<file path="config.mk">
export PLATFORM = sky130hd
export DESIGN_NAME = branch_eval
export DESIGN_NICKNAME = d
export VERILOG_FILES = /design/src/rtl/branch_eval_pkg.sv /design/src/rtl/branch_eval_cmp.sv /design/src/rtl/branch_eval_mask.sv /design/src/rtl/branch_eval_ext.sv /design/src/rtl/branch_eval.sv
export SDC_FILE = /design/constraint.sdc
export NUM_CORES = 1
export LEC_CHECK = 0
export CAP_MARGIN = 5
export CORE_UTILIZATION = 41
export DETAILED_ROUTE_END_ITERATION = 12
export PLACE_DENSITY_LB_ADDON = 0.25
export RECOVER_POWER = 50
export SLEW_MARGIN = 10
export SYNTH_ARGS = -nofsm -noshare
export SYNTH_HDL_FRONTEND = slang
export SYNTH_SLANG_ARGS = --single-unit
</file>
<file path="constraint.sdc">
create_clock -name vclk -period 4.29
set_input_delay 0.429 -clock vclk [all_inputs]
set_output_delay 0.429 -clock vclk [all_outputs]
set_load 0.02 [all_outputs]
</file>
<file path="src/rtl/branch_eval_pkg.sv">
package branch_eval_pkg;
  localparam int unsigned COND_W = 5;

  typedef enum logic [COND_W-1:0] {
    C_ALWAYS   = 5'h00,
    C_AND_NZ   = 5'h02,
    C_AND_Z    = 5'h03,
    C_ALL_SET  = 5'h04,
    C_NALL_SET = 5'h05,
    C_EQ       = 5'h06,
    C_NE       = 5'h07,
    C_LT_S     = 5'h08,
    C_GE_S     = 5'h09,
    C_GT_S     = 5'h0A,
    C_LE_S     = 5'h0B,
    C_LT_U     = 5'h0C,
    C_GE_U     = 5'h0D,
    C_GT_U     = 5'h0E,
    C_LE_U     = 5'h0F,
    C_FLD_Z    = 5'h10,
    C_FLD_NZ   = 5'h11,
    C_EXT_T    = 5'h12,
    C_EXT_F    = 5'h13
  } cond_e;

  // predicate slots, indexed by cond[4:1]
  localparam int unsigned P_ALWAYS = 0;
  localparam int unsigned P_AND    = 1;
  localparam int unsigned P_ALL    = 2;
  localparam int unsigned P_EQ     = 3;
  localparam int unsigned P_LT_S   = 4;
  localparam int unsigned P_GT_S   = 5;
  localparam int unsigned P_LT_U   = 6;
  localparam int unsigned P_GT_U   = 7;
  localparam int unsigned P_FLD_Z  = 8;
  localparam int unsigned P_EXT    = 9;
  localparam int unsigned N_PRED   = 10;

  typedef struct packed {
    logic eq;
    logic lt_s;
    logic lt_u;
  } cmp_flags_t;
endpackage

</file>
<file path="src/rtl/branch_eval_cmp.sv">
module branch_eval_cmp
  import branch_eval_pkg::*;
#(
  parameter int unsigned DATA_W = 16
) (
  input  logic [DATA_W-1:0] a_i,
  input  logic [DATA_W-1:0] b_i,
  output cmp_flags_t        flags_o
);
  localparam int unsigned MSB = DATA_W - 1;

  logic [DATA_W:0] diff;

  // one subtractor serves both orderings
  assign diff = {1'b0, a_i} - {1'b0, b_i};

  always_comb begin
    flags_o.eq   = (a_i == b_i);
    flags_o.lt_u = diff[DATA_W];
    flags_o.lt_s = (a_i[MSB] ^ b_i[MSB]) ? a_i[MSB] : diff[MSB];
  end
endmodule

</file>
<file path="src/rtl/branch_eval_mask.sv">
module branch_eval_mask #(
  parameter int unsigned DATA_W  = 16,
  parameter int unsigned SHIFT_W = 4,
  parameter int unsigned MASKW_W = 4
) (
  input  logic [DATA_W-1:0]  a_i,
  input  logic [DATA_W-1:0]  b_i,
  input  logic [SHIFT_W-1:0] shamt_i,
  input  logic [MASKW_W-1:0] mwidth_i,
  output logic               and_nz_o,
  output logic               all_set_o,
  output logic               fld_z_o
);
  logic [DATA_W-1:0] both;
  logic [DATA_W-1:0] shifted;
  logic [DATA_W-1:0] fmask;

  assign both      = a_i & b_i;
  assign and_nz_o  = |both;
  assign all_set_o = (both == a_i);
  assign shifted   = a_i >> shamt_i;

  // thermometer mask: bit k kept when k <= mwidth
  for (genvar k = 0; k < DATA_W; k++) begin : g_mask
    assign fmask[k] = (k <= int'(mwidth_i));
  end

  assign fld_z_o = ~|(shifted & fmask);
endmodule

</file>
<file path="src/rtl/branch_eval_ext.sv">
module branch_eval_ext #(
  parameter int unsigned EXT_W = 128,
  parameter int unsigned SEL_W = 7
) (
  input  logic [EXT_W-1:0] ext_i,
  input  logic [SEL_W-1:0] ext_sel_i,
  output logic             bit_o
);
  localparam int unsigned SPAN = 1 << SEL_W;

  if (EXT_W >= SPAN) begin : g_full
    assign bit_o = ext_i[ext_sel_i];
  end else begin : g_pad
    logic [SPAN-1:0] padded;
    assign padded = {{(SPAN - EXT_W){1'b0}}, ext_i};
    assign bit_o  = padded[ext_sel_i];
  end
endmodule

</file>
<file path="src/rtl/branch_eval.sv">
module branch_eval
  import branch_eval_pkg::*;
#(
  parameter int unsigned DATA_W  = 16,
  parameter int unsigned SHIFT_W = 4,
  parameter int unsigned MASKW_W = 4,
  parameter int unsigned EXT_W   = 128,
  parameter int unsigned SEL_W   = 7
) (
  input  logic [DATA_W-1:0]  a_i,
  input  logic [DATA_W-1:0]  b_i,
  input  logic [COND_W-1:0]  cond_i,
  input  logic [SHIFT_W-1:0] shamt_i,
  input  logic [MASKW_W-1:0] mwidth_i,
  input  logic [EXT_W-1:0]   ext_i,
  input  logic [SEL_W-1:0]   ext_sel_i,
  output logic               taken_o
);
  localparam logic [COND_W-1:0] LAST_CODE = C_EXT_F;

  cmp_flags_t        flags;
  logic              and_nz, all_set, fld_z, ext_bit;
  logic [N_PRED-1:0] pred;
  logic [3:0]        slot;
  logic              inv, valid;

  branch_eval_cmp #(.DATA_W(DATA_W)) i_cmp (
    .a_i    (a_i),
    .b_i    (b_i),
    .flags_o(flags)
  );

  branch_eval_mask #(
    .DATA_W (DATA_W),
    .SHIFT_W(SHIFT_W),
    .MASKW_W(MASKW_W)
  ) i_mask (
    .a_i      (a_i),
    .b_i      (b_i),
    .shamt_i  (shamt_i),
    .mwidth_i (mwidth_i),
    .and_nz_o (and_nz),
    .all_set_o(all_set),
    .fld_z_o  (fld_z)
  );

  branch_eval_ext #(.EXT_W(EXT_W), .SEL_W(SEL_W)) i_ext (
    .ext_i    (ext_i),
    .ext_sel_i(ext_sel_i),
    .bit_o    (ext_bit)
  );

  always_comb begin
    pred           = '0;
    pred[P_ALWAYS] = 1'b1;
    pred[P_AND]    = and_nz;
    pred[P_ALL]    = all_set;
    pred[P_EQ]     = flags.eq;
    pred[P_LT_S]   = flags.lt_s;
    pred[P_GT_S]   = ~flags.lt_s & ~flags.eq;
    pred[P_LT_U]   = flags.lt_u;
    pred[P_GT_U]   = ~flags.lt_u & ~flags.eq;
    pred[P_FLD_Z]  = fld_z;
    pred[P_EXT]    = ext_bit;
  end

  // even code = predicate, odd code = complement; 0x01 has no partner
  assign slot    = cond_i[COND_W-1:1];
  assign inv     = cond_i[0];
  assign valid   = (cond_i <= LAST_CODE) && (cond_i != 5'h01);
  assign taken_o = valid & (pred[slot] ^ inv);
endmodule

</file>
# --- Word level (Yosys, flattened, before mapping) ---
# Cells that the tools add are included.
# Widths: inputs -> output; s select.
op_classes:
  add_sub_neg: 1
  n_lt_le_gt_ge: 18
  n_eq_ne: 3
  shifts: 1
  n_mux: 5
  bitwise: 10
  n_reduce_logical: 4
op_table:
  columns: ["operator", "count"]
  rows:
  - ["$and 16x16->16", 2]
  - ["$eq 16x16->1", 2]
  - ["$le 4x4->1 const A", 8]
  - ["$reduce_or 16->1", 2]
  - ["$sub 16x16->17", 1]
  - ["$le 3x4->1 const A", 4]
  - ["$shr 16x4->16", 1]
  - ["$le 2x4->1 const A", 2]
  - ["$lt 7x8->1 const B", 1]
  - ["$bmux 1 s7", 1]
  - ["$le 5x5->1 const B", 1]
  - ["$lt 4x5->1 const B", 1]
  - ["$ne 5x1->1 const B", 1]
  - ["$bmux 1 s4", 1]
  - ["$le 1x4->1 const A", 1]
  - ["$and 1x1->1", 3]
  - ["$mux 1", 3]
  - ["$not 1->1", 3]
  - ["$xor 1x1->1", 2]
  - ["$logic_and 1x1->1", 1]
  - ["$logic_not 1->1", 1]
word_totals:
  register_bits: 0
  in_bits: 180
  output_inout_bits: 1
  elab_cells: 42

# --- Longest topological paths before layout ---
# Gate-level depths: netlist of the first run.
depth:
  depth_word: 8
  ltp_mapped: 17

# --- Modules after synthesis ---
# Synthesis of the first run repeated with hierarchy kept, for this count alone.
unflattened:
  cells_unflattened: 302
  area_unflattened_um2: 2791.4
modules_own_cells:
  columns: ["module", "instances", "cells_each", "area_per_inst_um2", "seq_area_each_um2"]
  rows:
  - ["branch_eval_ext", 1, 86, 1113.6, 0.0]
  - ["branch_eval_mask", 1, 136, 1076.0, 0.0]
  - ["branch_eval_cmp", 1, 65, 480.5, 0.0]
  - ["branch_eval", 1, 15, 121.4, 0.0]

# --- Least setup slack after synthesis of the first run ---
# Ideal clock, no wire load.
synth_timing:
  path_type: "input-to-output"
  start: "in b_i[5]"
  end: "out taken_o"
  t_arrival_ns: 3.066
  path_slack_ns: 0.795
  cell_stages: 17
  path_buffers: 0
  path_cell_list: "inv_1 ha_1 nand4_1 a21oi_1 o31ai_1 a21boi_0 o21ai_0 nand2b_1 a21oi_1 o21a_1 fa_1 nor2b_1 a41oi_1 nor3b_1 nor3_1 or3b_1 and3_1"
synth_between:
  elab_chain_len: 8
  elab_cells_between_ends: 15
  cone_classes: "add/sub (1); eq/ne (2); mux (3); bitwise (8); reduce/logical (1)"
synth_rtl:
  columns: ["item", "line_no", "source"]
  rows:
  - ["start, declared", "branch_eval.sv:11", "input logic [DATA_W-1:0] b_i,"]
  - ["$sub 16x16->17", "branch_eval_cmp.sv:15", "assign diff = {1'b0, a_i} - {1'b0, b_i};"]
  - ["$mux 1", "branch_eval_cmp.sv:20", "flags_o.lt_s = (a_i[MSB] ^ b_i[MSB]) ? a_i[MSB] : diff[MSB];"]
  - ["$not 1->1", "branch_eval.sv:60", "pred[P_GT_S] = ~flags.lt_s & ~flags.eq;"]
  - ["$and 1x1->1", "branch_eval.sv:60", null]
  - ["$bmux 1 s4 *", "branch_eval.sv:71", "assign taken_o = valid & (pred[slot] ^ inv);"]
  - ["$mux 1 (not written as such) *", "branch_eval.sv:71", null]
  - ["$xor 1x1->1 *", "branch_eval.sv:71", null]
  - ["$and 1x1->1 *", "branch_eval.sv:71", null]
  - ["end, declared", "branch_eval.sv:17", "output logic taken_o"]
# Every way passes the cells marked *; elsewhere a longest branch is shown, timed or not. The select of a mux whose other input is x is not followed.

# --- Final worst setup path of the first run ---
layout_timing:
  start: "in b_i[7]"
  end: "out taken_o"
# The elaborated chain is that of the path after synthesis.

==> results of run 1 <==
-- cells in the final DEF, fill, tap and decap left out, types with 10 or more instances in the layout --
| master | instances |
|---|---|
| a21oi_1 | 11 |
| dlymetal6s2s_1 | 10 |
| mux2i_1 | 27 |
| inv_1 | 21 |
| nor4_1 | 10 |
| mux4_2 | 32 |
| buf_4 | 58 |
| nand2_1 | 12 |
| ha_1 | 44 |
| nor2_1 | 14 |
| o21ai_0 | 14 |
| clkdlybuf4s50_1 | 170 |
| nand4_1 | 12 |
-- layer usage --
| layer | part of all wire [%] | up-vias | global-route usage (%) |
|---|---|---|---|
| met5 | 0 | - | 0 |
| met4 | 4.5 | 0 | 13.3 |
| met3 | 7.9 | 46 | 4.20 |
| met2 | 52 | 247 | 59.5 |
| met1 | 35 | 1911 | 36.9 |
| li1 | - | 1809 | - |
-- area by class of cell --
type,count,area (µm²)
multi-input cells,296,2980
repair buffers,239,2280
fillers,498,1850
well taps,99,124
inverters,25,93.8
diodes,1,2.50
-- cells by family (layout without fill, tap and decap cells) --
group	Yosys count	in the layout
other	0	1
adders and majority gates	48	48
buffers and inverters	50	264
muxes	67	67
AOI/OAI and AO/OA	81	81
and+or+nand+nor	100	100
-- power by group --
part                  total, W  switching (W)     internal [W]
sequential                   0              0                0
clock          0.0000000000312              0  0.0000000000312
combinational         0.000528       0.000211         0.000317
-- stage by stage --
step | std cells | utilization (%) | setup WS, ns
4_1_cts | 659 | 73.7 | 0.00184
6_report | 660 | 74.8 | 0.189
5_1_grt | 660 | 74.8 | -0.00860
2_1_floorplan | 346 | - | 0.795
3_3_place_gp | 651 | 72.6 | -0.440
3_5_place_dp | 651 | 72.6 | -0.532
-- worst paths after layout --
path       to  slack (ns)  cells past startpoint
min   taken_o        1.75                      4
max   taken_o        0.19                     18
-- what timing repair did --
action | 4_1_cts | 5_1_grt
hold buffers | 0 | 0
cloned | 0 | 0
pin swaps | 2 | 8
hold endpoints to repair | 0 | 0
gates resized for setup | 10 | 24
setup buffers | 8 | 0
setup endpoints to repair | 1 | 1
==> impl_metrics.ini, run 1 <==
[min_path]
hold_class = input port to output pin
min_from = cond_i[0]

[setup_path]
slowest_stage = clkdlybuf4s50_1
startpoint = b_i[7]
worst_setup_path_end_kind = output pin
start_kind = input port
path_cells = clkdlybuf4s50_1 > inv_1 > ha_1 > o21a_1 > o31ai_2 > a21boi_1 > o21ai_1 > nand2b_1 > a21oi_2 > o21a_1 > fa_1 > nor2b_2 > a41oi_2 > and4b_1 > nor3_2 > o221a_2 > and3_4 > buf_4
critPathBufInv = 3
critPathRequiredTime_ns = 3.86
critical_path_class = input port to output pin
critPathMaxStageDelay_ns = 0.52
cp_common_cell = o21a_1
arrival_ns = 3.67
critical_path_peak_fanout = 2
cp_top_family = compound AO/OA/AOI/OAI gates

[final_layout]
nNetsFinal = 790
syn_to_final_growth_pct = 74.1
fin_area_um2 = 5480
design.seq.count = 0
nClkBuffers = 0
layout-drive-gt1-share_pct = 20.2
ff_latch_area_um2 = 0

[synthesis]
synthDominantCellAreaShare_pct = 22.9
yosysWarnings = 0
synth_cell_types = 58
yosys.area.top_type = mux4_2
syn_area_um2 = 3150
synth.area.mux_share_pct = 36.7
synth.top_cells.by_area = mux4_2, ha_1, mux2i_1
synth-compound-area-share_pct = 17.7
synth_top_family_by_area = multiplexers
yosys.area_share.simple_pct = 18.4
synthAdderAreaFrac_pct = 19.3
yosysSeqAreaShare_pct = 0
synth_xor_area_share_pct = 0
syn_inst = 346
synth_most_common_cell = ha_1
post_synth_most_frequent_cells = ha_1, mux4_2, mux2i_1
syn_avg_cell_area_um2 = 9.10
syn_nets = 574

[floorplanning]
die_x_um = 89.6
io_pins = 181
start_util_pct = 43.0
fp-row-count = 31
die_area_um2 = 8040
die_h_um = 89.6
core_area_um2 = 7330

[drt]
routed_wl_mm = 13.5
via_per_inst = 6.08
wl_per_cell_um = 20.4
drc = 0
via_count = 4013
initialDrtViolationCount = 176
drt.antenna.violating_nets = 0
firstDrtPassIters = 8

[placed_design]
io_buffers = 181
placed_cell_area_um2 = 5320
gp_congestion = 0.966
hpwl_mm = 11.2

[global_routing]
antenna_found_initial = 1
grt_pass1_vias = 4054
grt_overflow_total = 0
grtUsageTotal_pct = 32.0
grt_max_degree = 25
grt_pass1_wl_mm = 19.5

[sta]
finalCriticalPeriod_ns = 4.10
fin_tns_setup_ns = 0
min_period_over_period_pct = 95.6
slew_headroom_pct = 64.6
hold_viol_final = 0
drv_slew = 0
whs_ns = 1.75
max_freq_mhz = 244
setup_viol = 0
tightest_slew_ns = 0.524

[power]
p_leak_nw = 2.35
ir_worst_vdd_mv = 0.0567
fin_total_pwr_w = 0.000528
pwr_density_cell_nw_per_um2 = 96.2

[run_status]
outcome = finished clean

[flow_run]
max-cap-violations = 0
(Power assumes the default switching activity.)
==> run 2: changes to the inputs <==
--- a/config.mk
+++ b/config.mk
@@ -6,4 +6,5 @@
 export NUM_CORES = 1
 export LEC_CHECK = 0
+export ABC_AREA = 0
 export CAP_MARGIN = 5
 export CORE_UTILIZATION = 41
==> constraint.sdc (replaced) <==
create_clock -name vclk -period 4.29
set_input_delay 0.429 -clock vclk [all_inputs]
set_output_delay 0.429 -clock vclk [all_outputs]
set_load 0.05 [all_outputs]
==> run 2 against run 1 <==
- flip-flop and latch count is the same
- combinational power is 5.9% lower
- via count shrank 6.8%
- clock-buffer cell count did not move
==> impl_metrics.ini, run 2 (synthesized netlist as in run 1, its figures left out) <==
[run_status]
outcome = finished clean

[final_layout]
syn_to_final_growth_pct = 66.9
layout-drive-gt1-share_pct = 15.7
fin_area_um2 = 5260
antennaDiodeCount = 0
mostFrequentLayoutCells = clkdlybuf4s50_1, ha_1, mux4_2, mux2i_1, buf_4
final_common_cell = clkdlybuf4s50_1
nClkBuffers = 0
ff_latch_area_um2 = 0
fill_cells = 557
design.seq.count = 0
nNetsFinal = 760

[drt]
initialDrtViolationCount = 177
via_per_inst = 5.95
drt.antenna.violating_nets = 0
firstDrtPassIters = 5
via_count = 3741
wl_per_cell_um = 19.4
routed_wl_mm = 12.2
drc = 0

[global_routing]
grtUsageTotal_pct = 29.0
grt_max_degree = 28
grt_pass1_vias = 3748
grt_pass1_wl_mm = 17.8
antenna_found_initial = 0
grt_overflow_total = 0

[floorplanning]
io_pins = 181
fp-row-count = 31
start_util_pct = 43.0
die_h_um = 89.6
core_area_um2 = 7330
die_x_um = 89.6
die_area_um2 = 8040

[sta]
slew_headroom_pct = 61.8
max_freq_mhz = 240
setup_viol = 0
tightest_slew_ns = 0.557
rsz0062_at_grt = no
hold_viol_final = 0
drv_slew = 0
finalCriticalPeriod_ns = 4.16
min_period_over_period_pct = 97.0

[power]
power.internal_w = 0.000298
p_switching_w = 0.000199
power_frac_seq_pct = 0
clkPwrFrac_pct = 0
p_leak_nw = 2.18
ir_worst_vdd_mv = 0.0516
fin_total_pwr_w = 0.000497
pwr_density_cell_nw_per_um2 = 94.6
power_frac_comb_pct = 100.0
netSwitchingFraction_pct = 40.0

[setup_path]
critical_path_peak_fanout = 2
critPathRequiredTime_ns = 3.86
start_kind = input port
critical_path_class = input port to output pin
worst_setup_path_end_kind = output pin
arrival_ns = 3.73

[placed_design]
io_buffers = 181
gp_congestion = 0.975
hpwl_mm = 10.5
placed_cell_area_um2 = 5140

[cts]
cts_hold_buffers = 0

[min_path]
hold_class = input port to output pin

[flow_run]
max-cap-violations = 0
## run 2: layout make-up
cell class | instances | area, µm² | share of cell area, %
multi-input cells | 296 | 2980 | 56.7
repair buffers | 209 | 2060 | 39.1
well taps | 99 | 124 | 2.36
inverters | 25 | 93.8 | 1.79
## run 2: path summary, 6_finish.rpt
check / from / end / slack, ns / cells past startpoint
worst max-delay path: a_i[2] / taken_o / 0.13 / 18
worst min-delay path: cond_i[0] / taken_o / 1.76 / 4
## run 2: per-stage QoR
stage	TNS, ns	setup WS, ns	instances	hold slack (ns)	util, %
final	0	0.129	629	1.76	71.7
after floorplan	0	0.692	346	1.21	-
after CTS	0	0.0572	628	1.75	70.6
after detailed placement	-0.205	-0.205	628	1.76	70.2
after global routing	0	0.00564	629	1.78	71.7
after global placement	-0.0872	-0.0872	628	1.74	70.2
## run 2: power by group through the flow
stage               clock network, W  logic [W]  registers [W]
finish                             0   0.000497              0
global route                       0   0.000532              0
CTS                                0   0.000487              0
detailed placement                 0   0.000480              0
global placement                   0   0.000469              0
floorplan                          0   0.000231              0
## run 2: critical path, cell delays in order
cell             delay [ns]
clkdlybuf4s50_1        0.44
ha_1                   0.29
nand4_1                0.12
a21oi_2                0.18
o31ai_2                0.09
a21boi_1               0.12
o21ai_0                0.08
nand2b_1               0.07
a21oi_1                0.06
o21a_1                 0.20
fa_1                   0.35
nor2b_2                0.16
a41oi_2                0.20
nor3b_2                0.07
nor3_2                 0.18
or3b_1                 0.36
and3_1                 0.16
buf_6                  0.15
## run 2: timing repair
| action | 4_1_cts | 5_1_grt |
|---|---|---|
| buffers inserted | 0 | 1 |
| setup endpoints to repair | 1 | 1 |
| gates resized for setup | 6 | 20 |
| pin swaps | 3 | 3 |
## run 2: layer usage
layer / track usage [%] / part of all wire (%)
met1: 35.6 / 38
met4: 5.92 / 2.4
met2: 54.3 / 53
met5: 0 / 0
met3: 3.56 / 6.9
==> run 3: changes to the inputs <==
Settings changed: CORE_UTILIZATION 41 to 25.
==> run 3 against run 2 <==
- non-clock buffer count is 5 higher
- via count is 1.5% lower
- sequential share of layout area stayed put
- fmax is 1.1% higher
- die area is 62% higher
- total power is 2.3% higher
==> impl_metrics.ini, run 3 (synthesized netlist as in run 1, its figures left out) <==
[final_layout]
layout-drive-gt1-share_pct = 17.4
nNetsFinal = 765
fin_area_um2 = 5440
mostFrequentLayoutCells = clkdlybuf4s50_1, ha_1, mux4_2, buf_4, mux2i_1
ff_latch_area_um2 = 0
fin_util_pct = 44.8
antennaDiodeCount = 0
final_cells = 703
syn_to_final_growth_pct = 72.8
design.seq.count = 0
final_common_cell = clkdlybuf4s50_1
fill_cells = 1197
nClkBuffers = 0

[drt]
routed_wl_mm = 12.5
via_count = 3685
via_per_inst = 5.24
firstDrtPassIters = 5
wl_met1_mm = 4.81
initialDrtViolationCount = 226
drc = 0
wl_met3_um = 683
wl_met2_mm = 6.88
wl_per_cell_um = 17.8
maxUsedRoutingLayer = met4
drt.antenna.violating_nets = 0

[sta]
drv_slew = 0
max_freq_mhz = 243
finalCriticalPeriod_ns = 4.12
min_period_over_period_pct = 95.9
setup_slack_ns = 0.174
hold_viol_final = 0
tightest_slew_ns = 0.583
slew_headroom_pct = 60.6
setup_viol = 0

[floorplanning]
io_pins = 181
die_h_um = 114
fp-row-count = 40
die_x_um = 114
start_util_pct = 25.9
die_area_um2 = 13000
core_area_um2 = 12200

[placed_design]
hpwl_mm = 10.8
placed_cell_area_um2 = 5280
post-place-cells = 702
dp_slack_ns = -0.171
gp_congestion = 0.930
io_buffers = 181

[global_routing]
grt_pass1_wl_mm = 19.2
grt_overflow_total = 0
grt_max_degree = 28
grtUsageTotal_pct = 18.4
antenna_found_initial = 0
grt_pass1_vias = 3811

[setup_path]
arrival_ns = 3.69
critical_path_peak_fanout = 2
start_kind = input port
critPathRequiredTime_ns = 3.86
critical_path_class = input port to output pin
worst_setup_path_end_kind = output pin

[run_status]
outcome = finished clean

[flow_run]
max-cap-violations = 0

[min_path]
hold_class = input port to output pin

[power]
ir_worst_vdd_mv = 0.0429
p_leak_nw = 2.24
pwr_density_cell_nw_per_um2 = 93.5

[cts]
cts_hold_buffers = 0
-- run 3: layout make-up --
cell class	instances	area [µm²]	share of cell area [%]
timing repair buffer	214	2110	38.8
inverter	25	93.8	1.72
tap	168	210	3.86
multi-input combinational	296	3030	55.6
-- run 3: metrics by stage --
step / setup TNS [ns] / power, W / hold slack [ns]
after floorplan: 0 / 0.000231 / 1.21
after global placement: -0.0629 / 0.000484 / 1.73
after detailed placement: -0.171 / 0.000489 / 1.75
after CTS: 0 / 0.000494 / 1.73
after global routing: -0.0263 / 0.000549 / 1.76
final: 0 / 0.000509 / 1.73
-- run 3: worst paths after layout --
check	startpoint	end	slack, ns	cells after the start
setup / recovery	b_i[7]	taken_o	0.17	18
hold / removal	cond_i[0]	taken_o	1.73	4
-- run 3: per-layer routing --
layer | track usage [%] | vias to the layer above
met3 | 2.06 | 13
met5 | 0 | -
met4 | 1.65 | 0
met2 | 36.8 | 153
met1 | 21.4 | 1758
li1 | - | 1761
-- run 3: worst max-delay path: stages --
cell,delay [ns]
clkdlybuf4s50_1,0.50
inv_1,0.09
ha_4,0.27
o21a_1,0.18
o31ai_4,0.09
a21boi_1,0.13
o21ai_1,0.09
nand2b_1,0.07
a21oi_1,0.06
o21a_1,0.19
fa_1,0.35
nor2b_2,0.16
a41oi_2,0.20
and4b_1,0.23
nor3_2,0.05
o221a_2,0.28
and3_4,0.18
buf_8,0.14
-- run 3: report_power, final --
group          internal [W]  switching (W)
Combinational      0.000307       0.000202
Clock                     0              0
Sequential                0              0
-- run 3: timing repair --
action,CTS,global route
endpoints found under the setup margin,1,1
pin swaps,3,7
endpoints found under the hold margin,0,0
setup buffers,0,1
gates resized for setup,7,29
